`src/rtl/cal_pkg.sv`:
```
package cal_pkg;
  localparam int REG_W   = 8;
  localparam int NUM_REG = 8;
  localparam int BUS_W   = REG_W * NUM_REG;

  typedef struct packed {
    logic [REG_W-1:0] year;
    logic [REG_W-1:0] month;
    logic [REG_W-1:0] date;
    logic [REG_W-1:0] day;
    logic [REG_W-1:0] hours;
    logic [REG_W-1:0] mins;
    logic [REG_W-1:0] secs;
    logic [REG_W-1:0] hund;
  } cal_regs_t;

  localparam logic [BUS_W-1:0] FIELD_MASK = 64'hFF1F_3F37_BF7F_7FFF;
  localparam logic [BUS_W-1:0] RESET_VAL  = 64'h0001_0131_0000_0000;

  function automatic logic [7:0] bcd_inc(input logic [7:0] v);
    if (v[3:0] == 4'd9) return {v[7:4] + 4'd1, 4'd0};
    return {v[7:4], v[3:0] + 4'd1};
  endfunction

  function automatic logic [7:0] last_date(input logic [7:0] mon, input logic [7:0] yr);
    int yv;
    yv = int'(yr[7:4]) * 10 + int'(yr[3:0]);
    case (mon)
      8'h02:                      return ((yv % 4) == 0) ? 8'h29 : 8'h28;
      8'h04, 8'h06, 8'h09, 8'h11: return 8'h30;
      default:                    return 8'h31;
    endcase
  endfunction
endpackage

```
`src/rtl/cal_tick_gate.sv`:
```
module cal_tick_gate #(
  parameter int TICKS_PER_STEP = 1
) (
  input  logic clk,
  input  logic rst_n,
  input  logic tick,
  input  logic run,
  input  logic clr,
  output logic step
);
  localparam int CW = (TICKS_PER_STEP > 1) ? $clog2(TICKS_PER_STEP) : 1;
  localparam logic [CW-1:0] LAST = CW'(TICKS_PER_STEP - 1);

  generate
    if (TICKS_PER_STEP == 1) begin : g_direct
      assign step = tick & run & ~clr;
    end else begin : g_div
      logic [CW-1:0] cnt_q, cnt_d;
      logic          cnt_en;

      always_comb begin
        cnt_en = clr | (tick & run);
        if (clr || cnt_q == LAST) cnt_d = '0;
        else                      cnt_d = cnt_q + 1'b1;
      end

      always_ff @(posedge clk or negedge rst_n) begin
        if (!rst_n)      cnt_q <= '0;
        else if (cnt_en) cnt_q <= cnt_d;
      end

      assign step = tick & run & ~clr & (cnt_q == LAST);
    end
  endgenerate


  step_needs_tick_chk: assert property (@(posedge clk) disable iff (!rst_n)
    step |-> (tick && run && !clr));
endmodule

```
`src/rtl/cal_wrap_cnt.sv`:
```
module cal_wrap_cnt
  import cal_pkg::*;
#(
  parameter int           W     = 8,
  parameter logic [W-1:0] LIMIT = '0,
  parameter logic [W-1:0] START = '0
) (
  input  logic [W-1:0] val,
  input  logic         en,
  output logic [W-1:0] nxt,
  output logic         carry
);
  always_comb begin
    carry = en & (val == LIMIT);
    if (!en)                nxt = val;
    else if (val == LIMIT)  nxt = START;
    else                    nxt = W'(bcd_inc(8'(val)));
  end
endmodule

```
`src/rtl/cal_hours_step.sv`:
```
module cal_hours_step
  import cal_pkg::*;
(
  input  logic [7:0] hr,
  input  logic       en,
  output logic [7:0] nxt,
  output logic       carry
);
  logic       mode12, pm;
  logic [5:0] h12;
  logic [6:0] h24;
  logic [7:0] inc12, inc24;

  always_comb begin
    mode12 = hr[7];
    pm     = hr[5];
    h12    = {hr[6], hr[4:0]};
    h24    = hr[6:0];
    inc12  = bcd_inc({2'b00, h12});
    inc24  = bcd_inc({1'b0, h24});
    carry  = 1'b0;
    nxt    = hr;
    if (en) begin
      if (mode12) begin
        if (h12 == 6'h11) begin
          nxt   = {2'b10, ~pm, 5'h12};
          carry = pm;
        end else if (h12 == 6'h12) begin
          nxt = {2'b10, pm, 5'h01};
        end else begin
          nxt = {2'b10, pm, inc12[4:0]};
        end
      end else if (h24 == 7'h23) begin
        nxt   = 8'h00;
        carry = 1'b1;
      end else begin
        nxt = {2'b00, inc24[5:0]};
      end
    end
  end
endmodule

```
`src/rtl/bcd_calendar_core.sv`:
```
module bcd_calendar_core
  import cal_pkg::*;
#(
  parameter int TICKS_PER_STEP  = 1,
  parameter int RST_SYNC_STAGES = 2
) (
  input  logic             clk,
  input  logic             rst_n,
  input  logic             tick,
  input  logic             load_en,
  input  logic [BUS_W-1:0] load_data,
  output logic [BUS_W-1:0] snap,
  output logic             abort_pin_en
);
  localparam int NTM = 3;

  logic [RST_SYNC_STAGES-1:0] sync_q;
  logic rst_ok;

  always_ff @(posedge clk or negedge rst_n) begin
    if (!rst_n) sync_q <= '0;
    else        sync_q <= {sync_q[RST_SYNC_STAGES-2:0], 1'b1};
  end
  assign rst_ok = sync_q[RST_SYNC_STAGES-1];

  cal_regs_t q, d;
  logic      step, upd;

  cal_tick_gate #(.TICKS_PER_STEP(TICKS_PER_STEP)) u_gate (
    .clk(clk), .rst_n(rst_ok), .tick(tick), .run(~q.day[5]), .clr(load_en), .step(step)
  );

  logic [7:0] tm_val [NTM];
  logic [7:0] tm_nxt [NTM];
  logic       tm_en  [NTM+1];

  assign tm_val[0] = q.hund;
  assign tm_val[1] = q.secs;
  assign tm_val[2] = q.mins;
  assign tm_en[0]  = step;

  generate
    for (genvar g = 0; g < NTM; g++) begin : g_tm
      cal_wrap_cnt #(.W(8), .LIMIT((g == 0) ? 8'h99 : 8'h59), .START(8'h00)) u_cnt (
        .val(tm_val[g]), .en(tm_en[g]), .nxt(tm_nxt[g]), .carry(tm_en[g+1])
      );
    end
  endgenerate

  logic [7:0] hr_nxt;
  logic       day_c;
  cal_hours_step u_hours (.hr(q.hours), .en(tm_en[NTM]), .nxt(hr_nxt), .carry(day_c));

  logic [2:0] dow_nxt;
  logic       dow_c;
  cal_wrap_cnt #(.W(3), .LIMIT(3'd7), .START(3'd1)) u_dow (
    .val(q.day[2:0]), .en(day_c), .nxt(dow_nxt), .carry(dow_c)
  );

  logic [7:0] date_nxt;
  logic       date_hit, mon_en;
  always_comb begin
    date_hit = (q.date == last_date(q.month, q.year));
    mon_en   = day_c & date_hit;
    if (!day_c)        date_nxt = q.date;
    else if (date_hit) date_nxt = 8'h01;
    else               date_nxt = bcd_inc(q.date);
  end

  logic [7:0] mon_nxt, yr_nxt;
  logic       yr_en, yr_c;
  cal_wrap_cnt #(.W(8), .LIMIT(8'h12), .START(8'h01)) u_mon (
    .val(q.month), .en(mon_en), .nxt(mon_nxt), .carry(yr_en)
  );
  cal_wrap_cnt #(.W(8), .LIMIT(8'h99), .START(8'h00)) u_yr (
    .val(q.year), .en(yr_en), .nxt(yr_nxt), .carry(yr_c)
  );

  always_comb begin
    upd = load_en | step;
    if (load_en) begin
      d = cal_regs_t'(load_data & FIELD_MASK);
    end else begin
      d       = q;
      d.hund  = tm_nxt[0];
      d.secs  = tm_nxt[1];
      d.mins  = tm_nxt[2];
      d.hours = hr_nxt;
      d.day   = {q.day[7:3], dow_nxt};
      d.date  = date_nxt;
      d.month = mon_nxt;
      d.year  = yr_nxt;
    end
  end

  always_ff @(posedge clk or negedge rst_ok) begin
    if (!rst_ok)  q <= cal_regs_t'(RESET_VAL);
    else if (upd) q <= d;
  end

  assign snap         = q;
  assign abort_pin_en = q.day[4];


  zero_bits_chk: assert property (@(posedge clk) disable iff (!rst_ok)
    ((snap & ~FIELD_MASK) == '0));

  load_capture_chk: assert property (@(posedge clk) disable iff (!rst_ok)
    load_en |=> (snap == ($past(load_data) & FIELD_MASK)));

  stop_hold_chk: assert property (@(posedge clk) disable iff (!rst_ok)
    (q.day[5] && !load_en) |=> $stable(snap));

  hund_wrap_chk: assert property (@(posedge clk) disable iff (!rst_ok)
    (step && q.hund == 8'h99) |=> (q.hund == 8'h00));

  dow_wrap_chk: assert property (@(posedge clk) disable iff (!rst_ok)
    (day_c && !load_en && q.day[2:0] == 3'd7) |=> (q.day[2:0] == 3'd1));

  year_wrap_chk: assert property (@(posedge clk) disable iff (!rst_ok)
    (yr_c && !load_en) |=> (q.year == 8'h00 && q.month == 8'h01));
endmodule

```
`config.mk`:
```
export PLATFORM = sky130hd
export DESIGN_NAME = bcd_calendar_core
export DESIGN_NICKNAME = d
export VERILOG_FILES = /design/src/rtl/cal_pkg.sv /design/src/rtl/cal_tick_gate.sv /design/src/rtl/cal_wrap_cnt.sv /design/src/rtl/cal_hours_step.sv /design/src/rtl/bcd_calendar_core.sv
export SDC_FILE = /design/constraint.sdc
export NUM_CORES = 1
export LEC_CHECK = 0
export BUFFER_PORTS_ARGS = -buffer_cell sky130_fd_sc_hd__buf_2
export CAP_MARGIN = 20
export CORE_ASPECT_RATIO = 1.4
export CORE_MARGIN = 2
export CORE_UTILIZATION = 25
export CTS_CLUSTER_SIZE = 20
export DETAILED_ROUTE_END_ITERATION = 6
export GPL_TIMING_DRIVEN = 0
export PLACE_DENSITY = 0.46
export RECOVER_POWER = 25
export SETUP_SLACK_MARGIN = 0.5
export SYNTH_ARGS = -nofsm -noshare
export SYNTH_HDL_FRONTEND = slang
export SYNTH_HIERARCHICAL = 1
export SYNTH_SLANG_ARGS = --single-unit
```
`constraint.sdc`:
```
create_clock -name clk -period 2.4 [get_ports clk]
set_input_delay 0.12 -clock clk [delete_from_list [all_inputs] [get_ports clk]]
set_output_delay 0.12 -clock clk [all_outputs]
set_load 0.005 [all_outputs]
```
==> results.cfg, run 1 <==
[run_status]
run_status = complete, but fails checks
violations = capacitance limit, slew limit, setup timing

[final_layout]
nets = 882
n_antenna_cell = 0
utilization_pct = 39.2
area_growth_pct = 53.1
instances_no_fill = 1040
drive_above_1_share_pct = 35.4

[critical_path]
cpMostUsedCell = buf_6
worstSetupStartpoint = snap[37]
crit_family = buffers and inverters
cp_slowest_stage_delay_ns = 0.53
start_kind = flip-flop
endpoint_kind = flip-flop
setup.worst_path.class = reg2reg
worstPathRequired_ns = 2.62
crit_buf_inv = 21
cpMaxStageDelayCell = dfstp_2
crit_fanout = 6
crit_arrival_ns = 4.56
r2r_start = snap[37]

[route]
wire_per_inst_um = 15.4
first_pass_iters = 4
vias = 4916
met3_length_um = 628
drt_wl_total_um = 16000
route.met2.wl_um = 8360
antenna_left = 0
drt_iter0_drc = 107
drc = 0
top_layer_used = met4
drt-met1-wl_um = 6700
drt-vias-per-instance = 4.73

[die]
core_area_sq_um = 18700
die_h_um = 168
pin_count = 133
fp.dieW_um = 121
num_rows = 59
start_util_pct = 25.6
die_area_sq_um = 20300

[placed_design]
port_buffers = 118
gp_congestion = 0.824
place_hpwl_um = 10700
placed_cells = 915

[grt]
antenna_found_initial = 0
grt_pass1_vias = 4879
grt_pass1_wl_um = 24900
grt-ovfl-total = 0
grt_usage_pct = 15.5
grt_max_degree = 62

[run]
maxCapViolCount = 1

[power]
power_density_nw_per_um2 = 483
leakagePower_nw = 3.34
irDropWorstVdd_uv = 237

[synthesis]
netlist_area_sq_um = 4790
ys_warn_count = 6
syn_inst = 551
synth.avg_cell_area_sq_um = 8.69

[clock_tree]
clk_pin_slew_worst_paths_ns = 0.06
root_buffer = clkbuf_16
clk_latency_ns = 0.34
numCtsBuffers = 9
cts_tree = built
clock-sinks = 63
htreeDepth = 3
cts_buffer_depth = 2

[timing]
fmax_mhz = 230
post-route-period-util_pct = 181
rsz0062_at_grt = yes
tightestPinTransition_ns = 1.50
layout_min_cycle_time_ns = 4.34
fin_skew_ns = 0.00662
slew_viol_final = 61
layout_setup_ws_ns = -1.94
fin_hold_ws_ns = 0.0158
setup_viol = 45
hold_viol = 0
maxSlewHeadroom_pct = -0.174

[worst_hold_path]
hold_path_class = in2reg
worstHoldStart = load_data[59]
-- layout by cell type, fill, tap and decap left out, drive strengths merged, types with 3 or more instances in the layout --
cell,instances
nor2,21
o31ai,3
o21ai,82
nor3b,6
dfrtp,58
clkinv,3
a22o,5
a21o,3
nand3b,8
conb,4
a21bo,4
mux2,6
inv,20
nand2b,4
dlygate4sd3,37
nand2,92
a21oi,11
and3,3
nor3,5
dfstp,5
xor2,6
nor2b,6
nand4b,5
ha,23
buf,192
o22ai,9
or4b,3
and4b,6
or2b,4
o211ai,6
nand3,23
nor4b,3
xnor2,6
mux2i,53
clkbuf,42
-- path summary, 6_finish.rpt --
path | slack, ns | cells past startpoint | to
setup / recovery | -1.94 | 34 | snap[45]
hold / removal | 0.02 | 3 | snap[59]
setup reg to reg | -1.94 | 34 | snap[45]
hold reg to reg | 0.35 | 0 | sync_q[1]
max in group asynchronous | 0.74 | 0 | snap[0]
min in group asynchronous | 0.09 | 2 | sync_q[0]
-- tightest hold or removal path, cell delays in order --
cell and delay [ns]:
buf_2 0.08, nand2_1 0.04, o21ai_1 0.07
-- layout make-up --
| class | count | area [sq um] |
|---|---|---|
| tap | 244 | 305 |
| clock inverter | 6 | 60.1 |
| multi-input combinational | 436 | 3190 |
| inverter | 20 | 75.1 |
| sequential | 63 | 1590 |
| clock buffer | 10 | 239 |
| timing repair buffer | 227 | 1650 |
| fill | 1934 | 11300 |
| buffer | 34 | 223 |
-- state kept, by name, summed over array words and instances (netlist names) --
register and flops:
abort_pin_en 1, sync_q 2, snap 60
-- layer usage --
| layer | up-vias | track usage [%] |
|---|---|---|
| met5 | - | 0 |
| met4 | 0 | 5.61 |
| met3 | 20 | 2.69 |
| met2 | 110 | 28.2 |
| met1 | 2341 | 17.8 |
| li1 | 2445 | - |
-- timing repair --
item                                    4_1_cts  5_1_grt
pin swaps                                    29       23
endpoints found under the setup margin       59       57
hold buffers                                 37        0
hold endpoints to repair                     38        0
resized for setup                            57       69
buffers inserted                             37       35
-- where the power goes --
group	internal (mW)	switching (mW)
Combinational	0.420	0.392
Sequential	1.16	0.209
Clock	0.827	0.525
-- stage by stage --
| stage | total power, mW | TNS, ns | setup slack, ns | area [sq um] |
|---|---|---|---|---|
| 6_report | 3.54 | -45.74 | -1.94 | 7330 |
| 5_1_grt | 3.75 | -54.38 | -2.09 | 7330 |
| 4_1_cts | 3.56 | -36.39 | -2.05 | 6860 |
| 3_5_place_dp | 2.11 | -47.69 | -2.72 | 5780 |
| 3_3_place_gp | 2.09 | -79.17 | -2.66 | 5780 |
| 2_1_floorplan | 1.80 | -23.23 | -1.85 | 4880 |
Note: power is estimated with default switching activity, not from simulation.
==> run 2, diff against run 1 <==
--- a/config.mk
+++ b/config.mk
@@ -14,7 +14,6 @@
 export DETAILED_ROUTE_END_ITERATION = 6
 export GPL_TIMING_DRIVEN = 0
 export PLACE_DENSITY = 0.46
-export RECOVER_POWER = 25
 export SETUP_SLACK_MARGIN = 0.5
 export SYNTH_ARGS = -nofsm -noshare
 export SYNTH_HDL_FRONTEND = slang
==> results.cfg, run 2 (same netlist as run 1, synthesis figures left out) <==
[run_status]
run_status = complete, but fails checks
violations = setup timing

[clock_tree]
clk_latency_ns = 0.34
cts_buffer_depth = 2
numCtsBuffers = 9
cts_tree = built
clock-sinks = 63
htreeDepth = 3
root_buffer = clkbuf_16
clk_pin_slew_worst_paths_ns = 0.06

[placed_design]
gp_congestion = 0.824
placed_cells = 915
place_hpwl_um = 10700
port_buffers = 118
detailedPlace.worstSlack_ns = -2.72

[power]
intPower_mw = 2.41
share_comb_of_total_power_pct = 23.1
p_switching_mw = 1.12
power.total_mw = 3.54
irDropWorstVdd_uv = 234
power_density_nw_per_um2 = 482
leakagePower_nw = 3.39
seqPwrFrac_pct = 38.8
clock_power_share_pct = 38.2
netSwitchingFraction_pct = 31.8

[grt]
antenna_found_initial = 0
grt-ovfl-total = 0
grt_max_degree = 62
grt_pass1_wl_um = 24900
grt_usage_pct = 15.5
grt_pass1_vias = 4879

[worst_hold_path]
hold_path_class = in2reg

[die]
pin_count = 133
die_area_sq_um = 20300
core_area_sq_um = 18700
fp.dieW_um = 121
die_h_um = 168
num_rows = 59
start_util_pct = 25.6

[critical_path]
cpMostUsedCell = buf_6
crit_arrival_ns = 4.56
setup.worst_path.class = reg2reg
crit_family = buffers and inverters
worstPathRequired_ns = 2.62
crit_fanout = 6
cpMaxStageDelayCell = dfstp_2
endpoint_kind = flip-flop
start_kind = flip-flop
cp_slowest_stage_delay_ns = 0.53
crit_buf_inv = 21

[final_layout]
instances_no_fill = 1040
n_fill_cell = 1923
n_antenna_cell = 0
largest_reg_flops = 60
nets = 882
area_growth_pct = 53.5
final_cell_mix = buf_2 (120), nand2_1 (83), dfrtp_1 (55), mux2i_1 (53), o21ai_1 (48)
final_common_cell = buf_2
drive_above_1_share_pct = 37.3

[route]
drt_iter0_drc = 121
wire_per_inst_um = 15.3
vias = 4922
first_pass_iters = 4
drt-vias-per-instance = 4.73
antenna_left = 0
drt_wl_total_um = 16000
drc = 0

[timing]
hold_viol = 0
fmax_mhz = 230
fin_setup_tns_ns = -45.66
slew_viol_final = 0
fin_skew_ns = 0.00661
tightestPinTransition_ns = 0.895
setup_viol = 45
layout_min_cycle_time_ns = 4.34
post-route-period-util_pct = 181
maxSlewHeadroom_pct = 40.4
layout_setup_ws_ns = -1.94
rsz0062_at_grt = yes

[run]
maxCapViolCount = 0
run 2: cell count changes in the layout (fill, tap and decap cells not counted), sizes merged:
cell,delta
clkbuf,-15
buf,+15
run 2: metal layers:
layer  vias to the layer above  routed length, um  track usage (%)
li1                       2445                  -                -
met1                      2348               6640             17.8
met2                       109               8370             28.2
met3                        20                655             2.69
met4                         0                300             5.61
met5                         -                  0                0
run 2: repair_timing:
action | in CTS | in global routing
pin swaps | 29 | 23
gates cloned | 0 | 0
resized for setup | 57 | 69
buffers inserted | 37 | 35
hold buffers | 37 | 0
setup endpoints to repair | 59 | 57
hold endpoints to repair | 38 | 0
run 2: layout make-up:
type | instances | area (sq um) | area share [%]
multi-input combinational | 436 | 3190 | 43.4
timing repair buffer | 227 | 1670 | 22.7
sequential | 63 | 1590 | 21.6
tap | 244 | 305 | 4.15
clock buffer | 10 | 239 | 3.25
buffer | 34 | 223 | 3.03
inverter | 20 | 75.1 | 1.02
clock inverter | 6 | 60.1 | 0.817
run 2: worst paths after layout:
check	startpoint	end	slack [ns]	depth (start not counted)
min in group asynchronous	rst_n	sync_q[1]	0.09	2
setup / recovery	snap[37]	snap[45]	-1.94	34
max in group asynchronous	sync_q[1]	snap[0]	1.30	0
setup reg to reg	snap[37]	snap[45]	-1.94	34
hold reg to reg	sync_q[0]	sync_q[1]	0.35	0
hold / removal	load_data[59]	snap[59]	0.01	3
run 2: power groups by stage:
| stage | combinational, mW | clock, mW | sequential (mW) |
|---|---|---|---|
| floorplan | 0.458 | 0 | 1.34 |
| global placement | 0.708 | 0 | 1.38 |
| detailed placement | 0.724 | 0 | 1.39 |
| CTS | 0.791 | 1.40 | 1.37 |
| global route | 0.918 | 1.44 | 1.40 |
| finish | 0.816 | 1.35 | 1.37 |
run 2: through the flow:
stage	hold slack (ns)	utilization (%)	area (sq um)
after floorplan	-0.176	-	4880
after global placement	-0.0919	30.9	5780
after global routing	0.0211	39.3	7350
after detailed placement	-0.0943	31.0	5780
after CTS	0.000549	36.7	6860
final	0.0146	39.3	7350
run 2: tightest hold or removal path, stage by stage:
cell and delay, ns:
buf_2 0.08, nand2_1 0.04, o21ai_1 0.07
